[src/rtl/slk_pkg.sv]
package slk_pkg;

  typedef enum logic [2:0] {
    CMD_NONE,
    CMD_WREN,
    CMD_WRLR,
    CMD_RDLR,
    CMD_OTHER
  } cmd_e;

  localparam int OPC_BITS  = 8;
  localparam int ADDR_BITS = 24;
  localparam int HDR_BITS  = OPC_BITS + ADDR_BITS;
  localparam int FRAME_WR  = HDR_BITS + 8;

endpackage

[src/rtl/slk_pin_sync.sv]
module slk_pin_sync #(
  parameter int STAGES = 2
) (
  input  logic clk,
  input  logic rst_n,
  input  logic sck,
  input  logic cs_n,
  input  logic mosi,
  output logic sck_rise,
  output logic sck_fall,
  output logic cs_high,
  output logic cs_rise,
  output logic mosi_s
);

  localparam int NPIN = 3;
  localparam logic [NPIN-1:0] PIN_IDLE = 3'b100;

  logic [STAGES-1:0][NPIN-1:0] stg_q, stg_d;
  logic [NPIN-1:0]             prev_q, cur;

  assign cur = stg_q[STAGES-1];

  always_comb begin
    stg_d = {stg_q[STAGES-2:0], {cs_n, sck, mosi}};
  end

  always_ff @(posedge clk or negedge rst_n) begin
    if (!rst_n) begin
      stg_q  <= {STAGES{PIN_IDLE}};
      prev_q <= PIN_IDLE;
    end else begin
      stg_q  <= stg_d;
      prev_q <= cur;
    end
  end

  assign sck_rise = cur[1] & ~prev_q[1];
  assign sck_fall = ~cur[1] & prev_q[1];
  assign cs_high  = cur[2];
  assign cs_rise  = cur[2] & ~prev_q[2];
  assign mosi_s   = cur[0];

endmodule

[src/rtl/slk_cmd_engine.sv]
module slk_cmd_engine
  import slk_pkg::*;
#(
  parameter logic [7:0] OPC_WREN = 8'h06,
  parameter logic [7:0] OPC_WRLR = 8'hE5,
  parameter logic [7:0] OPC_RDLR = 8'hE8,
  parameter int         SEC_W    = 6,
  parameter int         SEC_LSB  = 16
) (
  input  logic             clk,
  input  logic             rst_n,
  input  logic             sck_rise,
  input  logic             sck_fall,
  input  logic             cs_high,
  input  logic             cs_rise,
  input  logic             mosi_s,
  input  logic             busy,
  input  logic [7:0]       rd_byte,
  output logic             wel,
  output logic             wr_stb,
  output logic [SEC_W-1:0] sec,
  output logic [1:0]       wr_bits,
  output logic             miso,
  output logic             miso_oe
);

  localparam int CNT_W = 6;
  localparam logic [CNT_W-1:0] CNT_MAX  = '1;
  localparam logic [CNT_W-1:0] CNT_OPC  = CNT_W'(OPC_BITS);
  localparam logic [CNT_W-1:0] CNT_HDR  = CNT_W'(HDR_BITS);
  localparam logic [CNT_W-1:0] CNT_FULL = CNT_W'(FRAME_WR);
  localparam int SH_W = ADDR_BITS - 1;

  cmd_e             cmd_q, cmd_d;
  logic [CNT_W-1:0] cnt_q, cnt_d;
  logic [SH_W-1:0]  sh_q, sh_d;
  logic [SEC_W-1:0] sec_q, sec_d;
  logic [1:0]       dat_q, dat_d;
  logic             wel_q, wel_d;
  logic             miso_q, miso_d;
  logic             oe_q, oe_d;
  logic [ADDR_BITS-1:0] word_nx;
  logic             commit, wren_hit;

  assign word_nx = {sh_q, mosi_s};

  assign commit   = cs_rise && (cmd_q == CMD_WRLR) && (cnt_q == CNT_FULL)
                    && wel_q && !busy;
  assign wren_hit = cs_rise && (cmd_q == CMD_WREN) && (cnt_q == CNT_OPC);

  always_comb begin
    cmd_d  = cmd_q;
    cnt_d  = cnt_q;
    sh_d   = sh_q;
    sec_d  = sec_q;
    dat_d  = dat_q;
    wel_d  = wel_q;
    miso_d = miso_q;
    oe_d   = oe_q;

    if (cs_high) begin
      cmd_d  = CMD_NONE;
      cnt_d  = '0;
      oe_d   = 1'b0;
      miso_d = 1'b0;
    end else begin
      if (sck_rise) begin
        sh_d = word_nx[SH_W-1:0];
        if ((cmd_q == CMD_RDLR) && (cnt_q == CNT_FULL - 1'b1)) begin
          cnt_d = CNT_HDR;
        end else if (cnt_q != CNT_MAX) begin
          cnt_d = cnt_q + 1'b1;
        end
        if (cnt_q == CNT_OPC - 1'b1) begin
          case (word_nx[7:0])
            OPC_WREN: cmd_d = CMD_WREN;
            OPC_WRLR: cmd_d = CMD_WRLR;
            OPC_RDLR: cmd_d = CMD_RDLR;
            default:  cmd_d = CMD_OTHER;
          endcase
        end
        if (cnt_q == CNT_HDR - 1'b1) begin
          sec_d = word_nx[SEC_LSB +: SEC_W];
        end
        if (cnt_q == CNT_FULL - 1'b1) begin
          dat_d = word_nx[1:0];
        end
      end
      if (sck_fall && (cmd_q == CMD_RDLR) && (cnt_q >= CNT_HDR)) begin
        oe_d   = 1'b1;
        miso_d = rd_byte[3'd7 - cnt_q[2:0]];
      end
    end

    if (commit) begin
      wel_d = 1'b0;
    end else if (wren_hit) begin
      wel_d = 1'b1;
    end
  end

  always_ff @(posedge clk or negedge rst_n) begin
    if (!rst_n) begin
      cmd_q  <= CMD_NONE;
      cnt_q  <= '0;
      sh_q   <= '0;
      sec_q  <= '0;
      dat_q  <= '0;
      wel_q  <= 1'b0;
      miso_q <= 1'b0;
      oe_q   <= 1'b0;
    end else begin
      cmd_q  <= cmd_d;
      cnt_q  <= cnt_d;
      sh_q   <= sh_d;
      sec_q  <= sec_d;
      dat_q  <= dat_d;
      wel_q  <= wel_d;
      miso_q <= miso_d;
      oe_q   <= oe_d;
    end
  end

  assign wel     = wel_q;
  assign wr_stb  = commit;
  assign sec     = sec_q;
  assign wr_bits = dat_q;
  assign miso    = miso_q;
  assign miso_oe = oe_q;

  AST_OE_READ_ONLY: assert property (@(posedge clk) disable iff (!rst_n)
    oe_q |-> (cmd_q == CMD_RDLR));
  AST_OE_AFTER_HDR: assert property (@(posedge clk) disable iff (!rst_n)
    $rose(oe_q) |-> ($past(cnt_q) >= CNT_HDR));
  AST_WEL_SET_AT_FRAME_END: assert property (@(posedge clk) disable iff (!rst_n)
    $rose(wel_q) |-> $past(cs_rise));
  AST_OE_DROP_ON_CS: assert property (@(posedge clk) disable iff (!rst_n)
    cs_high |=> !oe_q);

endmodule

[src/rtl/slk_lock_bank.sv]
module slk_lock_bank #(
  parameter int NUM_SECT = 64,
  parameter int SEC_W    = 6
) (
  input  logic                clk,
  input  logic                rst_n,
  input  logic                wr_stb,
  input  logic [SEC_W-1:0]    sec,
  input  logic [1:0]          wr_bits,
  output logic [7:0]          rd_byte,
  output logic [NUM_SECT-1:0] wlock_vec,
  output logic [NUM_SECT-1:0] ldown_vec
);

  for (genvar i = 0; i < NUM_SECT; i++) begin : g_sect
    logic wl_q, wl_d, ld_q, ld_d, hit;

    assign hit = wr_stb && (sec == SEC_W'(i)) && !ld_q;

    always_comb begin
      wl_d = wl_q;
      ld_d = ld_q;
      if (hit) begin
        wl_d = wr_bits[0];
        ld_d = wr_bits[1];
      end
    end

    always_ff @(posedge clk or negedge rst_n) begin
      if (!rst_n) begin
        wl_q <= 1'b0;
        ld_q <= 1'b0;
      end else begin
        wl_q <= wl_d;
        ld_q <= ld_d;
      end
    end

    assign wlock_vec[i] = wl_q;
    assign ldown_vec[i] = ld_q;

    AST_LOCKDOWN_HOLD: assert property (@(posedge clk) disable iff (!rst_n)
      ld_q |=> (ld_q && $stable(wl_q)));
  end

  always_comb begin
    rd_byte = 8'h00;
    if (int'(sec) < NUM_SECT) begin
      rd_byte = {6'b0, ldown_vec[sec], wlock_vec[sec]};
    end
  end

endmodule

[src/rtl/sector_lock_ctrl.sv]
module sector_lock_ctrl #(
  parameter int         NUM_SECT    = 64,
  parameter int         SEC_LSB     = 16,
  parameter int         SYNC_STAGES = 2,
  parameter logic [7:0] OPC_WREN    = 8'h06,
  parameter logic [7:0] OPC_WRLR    = 8'hE5,
  parameter logic [7:0] OPC_RDLR    = 8'hE8
) (
  input  logic                clk,
  input  logic                rst_n,
  input  logic                spi_sck,
  input  logic                spi_cs_n,
  input  logic                spi_mosi,
  output logic                spi_miso,
  output logic                spi_miso_oe,
  input  logic                pe_busy,
  output logic                wel,
  output logic [NUM_SECT-1:0] pe_inhibit
);

  localparam int SEC_W = (NUM_SECT > 1) ? $clog2(NUM_SECT) : 1;

  logic [1:0] rst_pipe_q;
  logic       rst_i_n;

  always_ff @(posedge clk or negedge rst_n) begin
    if (!rst_n) begin
      rst_pipe_q <= 2'b00;
    end else begin
      rst_pipe_q <= {rst_pipe_q[0], 1'b1};
    end
  end
  assign rst_i_n = rst_pipe_q[1];

  logic sck_rise, sck_fall, cs_high, cs_rise, mosi_s;
  logic wr_stb;
  logic [SEC_W-1:0] sec;
  logic [1:0] wr_bits;
  logic [7:0] rd_byte;
  logic [NUM_SECT-1:0] ldown_vec;

  slk_pin_sync #(.STAGES(SYNC_STAGES)) i_sync (
    .clk      (clk),
    .rst_n    (rst_i_n),
    .sck      (spi_sck),
    .cs_n     (spi_cs_n),
    .mosi     (spi_mosi),
    .sck_rise (sck_rise),
    .sck_fall (sck_fall),
    .cs_high  (cs_high),
    .cs_rise  (cs_rise),
    .mosi_s   (mosi_s)
  );

  slk_cmd_engine #(
    .OPC_WREN (OPC_WREN),
    .OPC_WRLR (OPC_WRLR),
    .OPC_RDLR (OPC_RDLR),
    .SEC_W    (SEC_W),
    .SEC_LSB  (SEC_LSB)
  ) i_engine (
    .clk      (clk),
    .rst_n    (rst_i_n),
    .sck_rise (sck_rise),
    .sck_fall (sck_fall),
    .cs_high  (cs_high),
    .cs_rise  (cs_rise),
    .mosi_s   (mosi_s),
    .busy     (pe_busy),
    .rd_byte  (rd_byte),
    .wel      (wel),
    .wr_stb   (wr_stb),
    .sec      (sec),
    .wr_bits  (wr_bits),
    .miso     (spi_miso),
    .miso_oe  (spi_miso_oe)
  );

  slk_lock_bank #(
    .NUM_SECT (NUM_SECT),
    .SEC_W    (SEC_W)
  ) i_bank (
    .clk       (clk),
    .rst_n     (rst_i_n),
    .wr_stb    (wr_stb),
    .sec       (sec),
    .wr_bits   (wr_bits),
    .rd_byte   (rd_byte),
    .wlock_vec (pe_inhibit),
    .ldown_vec (ldown_vec)
  );

  AST_LOCK_WRITE_GATED: assert property (@(posedge clk) disable iff (!rst_i_n)
    ((pe_inhibit != $past(pe_inhibit)) || (ldown_vec != $past(ldown_vec)))
      |-> ($past(wel) && !$past(pe_busy)));
  AST_WEL_CLEARS_ON_CHANGE: assert property (@(posedge clk) disable iff (!rst_i_n)
    (pe_inhibit != $past(pe_inhibit)) |-> !wel);

endmodule

[config.mk]
export PLATFORM = sky130hd
export DESIGN_NAME = sector_lock_ctrl
export DESIGN_NICKNAME = d
export VERILOG_FILES = /design/src/rtl/slk_pkg.sv /design/src/rtl/slk_pin_sync.sv /design/src/rtl/slk_cmd_engine.sv /design/src/rtl/slk_lock_bank.sv /design/src/rtl/sector_lock_ctrl.sv
export SDC_FILE = /design/constraint.sdc
export NUM_CORES = 1
export LEC_CHECK = 0
export ABC_AREA = 1
export CAP_MARGIN = 20
export CORE_MARGIN = 1.5
export CORE_UTILIZATION = 40
export CTS_BUF_LIST = sky130_fd_sc_hd__clkbuf_2 sky130_fd_sc_hd__clkbuf_4 sky130_fd_sc_hd__clkbuf_8
export DETAILED_ROUTE_END_ITERATION = 8
export PLACE_DENSITY = 0.57
export SYNTH_ARGS = -nofsm -noshare
export SYNTH_HDL_FRONTEND = slang
export SYNTH_SLANG_ARGS = --single-unit
[constraint.sdc]
create_clock -name clk -period 5.68 [get_ports clk]
set_clock_uncertainty 0.1 [all_clocks]
set_input_delay 1.136 -clock clk [delete_from_list [all_inputs] [get_ports clk]]
set_output_delay 1.136 -clock clk [all_outputs]
set_load 0.03 [all_outputs]
* Word-level counts from Yosys, hierarchy flattened
Cells that the tools add are included.
Operators by class: add/sub/neg operators 2, $lt $le $gt $ge 3, equal/unequal tests 75, muxes and demuxes 20, bitwise operators 7, reduce and logical (&&, ||, !) cells 213
Operators with widths (count):
- $eq 6x6->1 const B | 34
- $logic_and 1x1->1 | 137
- $eq 6x5->1 const B | 17
- $logic_not 1->1 | 65
- $eq 6x4->1 const B | 9
- $eq 6x3->1 const B | 5
- $mux 6 | 4
- $eq 8x8->1 const B | 2
- $bmux 1 s6 | 2
- $eq 6x2->1 const B | 2
- $mux 1 | 9
- $mux 3 | 3
- $pmux 3 s3 | 1
- $eq 8x3->1 const B | 1
- $reduce_bool 2->1 | 4
- $lt 6x7->1 const B | 1
- $add 6x1->6 const B | 1
- $eq 3x2->1 const B | 2
- $eq 6x1->1 const B | 1
- $ge 6x6->1 const B | 1
- $logic_not 6->1 | 1
- $ne 6x6->1 const B | 1
- $reduce_and 2->1 | 3
- $reduce_and 3->1 | 2
- 7 further kinds | 12
Word-level totals: flip-flop bits (word level) 180, input bits 6, output and inout port bits 67, word-level logic and storage cells 460

* Longest topological paths before layout
word-level depth 8, gate-level depth with buffers 16, mapped depth without buffers 15

* Modules after synthesis
A second synthesis with hierarchy kept.
Unflattened totals: cell total of the unflattened synthesis 1281, area, all modules 9743.1 um^2
By module, submodules not included:
- slk_lock_bank | times used 1, cells each 1020, area an instance 7438.4 um^2, sequential area each 3203.1 um^2
- slk_cmd_engine | times used 1, cells each 244, area an instance 2024.4 um^2, sequential area each 1026.0 um^2
- slk_pin_sync | times used 1, cells each 14, area an instance 226.5 um^2, sequential area each 203.9 um^2
- sector_lock_ctrl | times used 1, cells each 3, area an instance 53.8 um^2, sequential area each 50.0 um^2

* Worst setup path after synthesis
Ideal clock, no wire load.
path kind input to register, start in pe_busy, end reg i_bank.g_sect[10].wl_q, arrival time 2191 ps, data required time 5462 ps, path slack 3271 ps, cell stages on the path 10, cell sequence inv_1 -> nand3_1 -> nor2_1 -> nand2_1 -> inv_2 -> nand2_1 -> buf_4 -> nor3_2 -> mux2i_1 -> inv_1
On the way: cells in the longest elaborated chain, start to end 4
Ends and longest elaborated chain:
- start: declaration | RTL line sector_lock_ctrl.sv:16 | input logic pe_busy,
- $logic_not 1->1 | RTL line slk_cmd_engine.sv:48 | && wel_q && !busy;
- $logic_and 1x1->1 | RTL line slk_cmd_engine.sv:48
- $logic_and 1x1->1 (2 in a row) | RTL line slk_lock_bank.sv:18 | assign hit = wr_stb && (sec == SEC_W'(i)) && !ld_q;
- end signal: assignment | RTL line slk_lock_bank.sv:34 | wl_q <= wl_d;
- end: declaration | RTL line slk_lock_bank.sv:16 | logic wl_q, wl_d, ld_q, ld_d, hit;
No other way between the ends. A chain may end at the register's enable or synchronous reset.

* Final worst setup path
start in pe_busy, end reg i_bank.g_sect[12].wl_q
On the way: cells in the longest elaborated chain, start to end 4
Ends and longest elaborated chain (RTL line):
- $logic_not 1->1 | slk_cmd_engine.sv:48
- $logic_and 1x1->1 | slk_cmd_engine.sv:48
- $logic_and 1x1->1 (2 in a row) | slk_lock_bank.sv:18
- end signal: assignment | slk_lock_bank.sv:34
- end: declaration | slk_lock_bank.sv:16
No other way between the ends.

==> impl_metrics.ini <==
[yosys]
synth.ff_latch_count = 179
synthCells = 1189
synthMuxAreaShare_pct = 3.842
synthesis.area_mm2 = 0.009380
synth-simple-area-share_pct = 25.69
synthXorXnorAreaFrac_pct = 0.09337
async_flop_share_pct = 100.0
syn_nets = 1197
synth_top_family_by_area = simple AND/OR/NAND/NOR gates
yosysTopAreaCell = dfrtp_1
yosys.area.top_type_share_pct = 46.95
synth_commonest_cells = nand2_1, dfrtp_1, inv_1
synth_area_leaders = dfrtp_1, nand2_1, inv_1, o21ai_0, buf_4
avgSynthCellArea_um2 = 7.889
ys_seq_area_share_pct = 47.79
yosysWarnings = 0
synth_edf_count = 0
synth_flop_cell = dfrtp_1
synth_fa_ha_area_share_pct = 0.2668
synth_most_common_cell = nand2_1
synth_compound_area_share_pct = 8.350
synth.distinct_cells = 32

[clock_network]
cts.repair.resized = 0
cts_buffers = 17
hold_buffers = 0
post_cts_buffers = 0
root_buffer = clkbuf_8
cts_tree = done
clk_path_buf_depth = 2
numClockSinks = 179
cts.clk_slew.worst_paths_ns = 0.10
htreeDepth = 4
insertion_delay_ns = 0.47

[global_routing]
met1_usage_pct = 29.07
grt_pass1_vias = 6980
grt.overflow.total = 0
grtUsageTotal_pct = 21.04
grt_max_degree = 73
top_usage_layer = met2
antenna_found_initial = 0
grt_first_pass_wirelength_um = 39210
grtUsageMet3_pct = 3.944
gr-usage-met2_pct = 32.74

[critical_path]
path_cells = clkdlybuf4s50_1 > inv_1 > nand3_1 > nor2_1 > nand2_1 > inv_2 > nand2_1 > inv_1 > nand3_1 > nor2_1 > a21oi_1 > inv_1
arrival_ns = 3.55
cp_slowest_cell = nand2_1
cpMostUsedCell = inv_1
path_max_fanout = 12
slowest_delay_ns = 0.59
crit_required_ns = 5.95
critPathKind = in -> reg
worstSetupStartpointType = primary input
cp-end-kind = flip-flop

[sta]
rsz0062_at_grt = false
holdWs_ns = 0.2574
hold_violations = 0
layout_min_cycle_time_ns = 3.279
setup_viol = 0
tightest_slew_ns = 1.098
final.setup.tns_ns = 0
relSlewSlack_pct = 26.69
fmax_mhz = 304.9
maxSlewViolCount = 0
fin_crit_sh_pct = 57.74

[drt]
wl_um = 24350
viasPerCell = 4.888
drtIter0Drc = 425
dr.pass1.iters = 5
detail-route-antenna-nets = 0
vias = 7362
wire_per_inst_um = 16.17
drc = 0

[finish]
nNetsFinal = 1188
antenna_cells = 0
n_fill_cell = 2337
syn2layout_area_growth_pct = 9.364
stdcell_area_mm2 = 0.01026
final_util_pct = 44.90
fin_cells = 1506
drive_gt1_share_pct = 8.885

[placed_design]
dp_cells = 1474
gp_congestion = 0.8355
port_buffers = 72
hpwl_um = 16180
placed_cell_area_mm2 = 0.009891

[floorplanning]
dieArea_mm2 = 0.02438
die_x_um = 156.1
rows = 55
initial_utilization_pct = 41.06
die_h_um = 156.1
io_pins = 73
core_mm2 = 0.02285

[pwr]
power.density_mw_per_mm2 = 218.1
vdd_drop_max_mv = 0.1350
p_leak_nw = 5.273

[status]
status = completed

[run]
cap_viol_max_count = 0

[hold_path]
hold_path_class = reg -> reg
## logic make-up (layout without fill, tap and decap cells)
kind of cell               count (synthesis)  after routing
and+or+nand+nor                          552            552
buffers and inverters                    273            277
DFF                                      179            179
AOI/OAI and AO/OA                        145            145
muxes                                     36             36
adders and majority gates                  2              2
other                                      1              1
xor gates and xnor gates                   1              1
## placed cells by master, fill, tap and decap left out, drive strengths merged, types with 11 or more instances in the layout
master,instances
a31o,12
buf,11
clkbuf,21
clkdlybuf4s50,72
dfrtp,176
inv,165
mux2i,36
nand2,390
nand3,22
nand4,37
nor2,73
nor3,24
o21ai,118
## power breakdown
part | leakage [nW] | switching (W) | total [W] | internal, W
Clock | 0.189 | 0.000490 | 0.000860 | 0.000370
Sequential | 2.19 | 0.0000251 | 0.00132 | 0.00130
Combinational | 2.89 | 0.0000407 | 0.0000582 | 0.0000175
## per-stage QoR
stage | power (W) | worst slack, ns
6_report | 0.002238 | 2.401
2_1_floorplan | 0.001382 | 0.2281
3_5_place_dp | 0.001406 | 1.953
3_3_place_gp | 0.001405 | 1.955
4_1_cts | 0.002260 | 2.475
5_1_grt | 0.002326 | 2.240
## cell type report
cell class                 instances  area [um2]  share of cell area, %
clock buffer                      21       264.0                  2.573
clock inverter                    11       103.9                  1.012
inverter                         162       608.1                  5.928
multi-input combinational        737        3600                  35.09
sequential                       179        4488                  43.75
tap                              313       391.6                  3.818
timing repair buffer              83       803.3                  7.830
## final timing paths
check	from	slack [ns]	to	depth (start not counted)
setup / recovery	pe_busy	2.40	i_bank.g_sect[12].wl_q	12
hold / removal	rst_pipe_q[0]	0.26	rst_pipe_q[1]	0
setup reg to reg	i_engine.sec[0]	2.63	i_bank.g_sect[25].wl_q	8
hold reg to reg	rst_pipe_q[0]	0.26	rst_pipe_q[1]	0
max in group asynchronous	rst_pipe_q[1]	3.73	i_engine.sec[0]	1
min in group asynchronous	rst_pipe_q[1]	0.40	i_engine.sh_q[13]	0
## worst max-delay path: cells and delay by family
kind                   cells  cell delay [ns]
AND/OR/NAND/NOR            6             1.23
buffers and inverters      5             1.03
AO/OA/AOI/OAI              1             0.15
## routing by layer
layer / up-vias / share of wire [%]
met2: 208 / 45
met3: 42 / 5.7
li1: 3649 / -
met4: 0 / 2.6
met5: - / 0
met1: 3463 / 47
## registers in the layout, summed over array words and instances, names as in the netlist
signal	count
i_bank.g_sect.ld_q	64
i_bank.g_sect.wl_q	64
i_engine.sh_q	21
i_engine.cnt_q	6
i_engine.sec	6
i_engine.cmd_q	3
i_sync.cur	3
i_sync.stg_d	3
i_engine.wr_bits	2
i_sync.prev_q	2
rst_pipe_q	2
i_engine.miso	1
i_engine.miso_oe	1
i_engine.wel	1
Note: power is estimated with default switching activity, not from simulation.
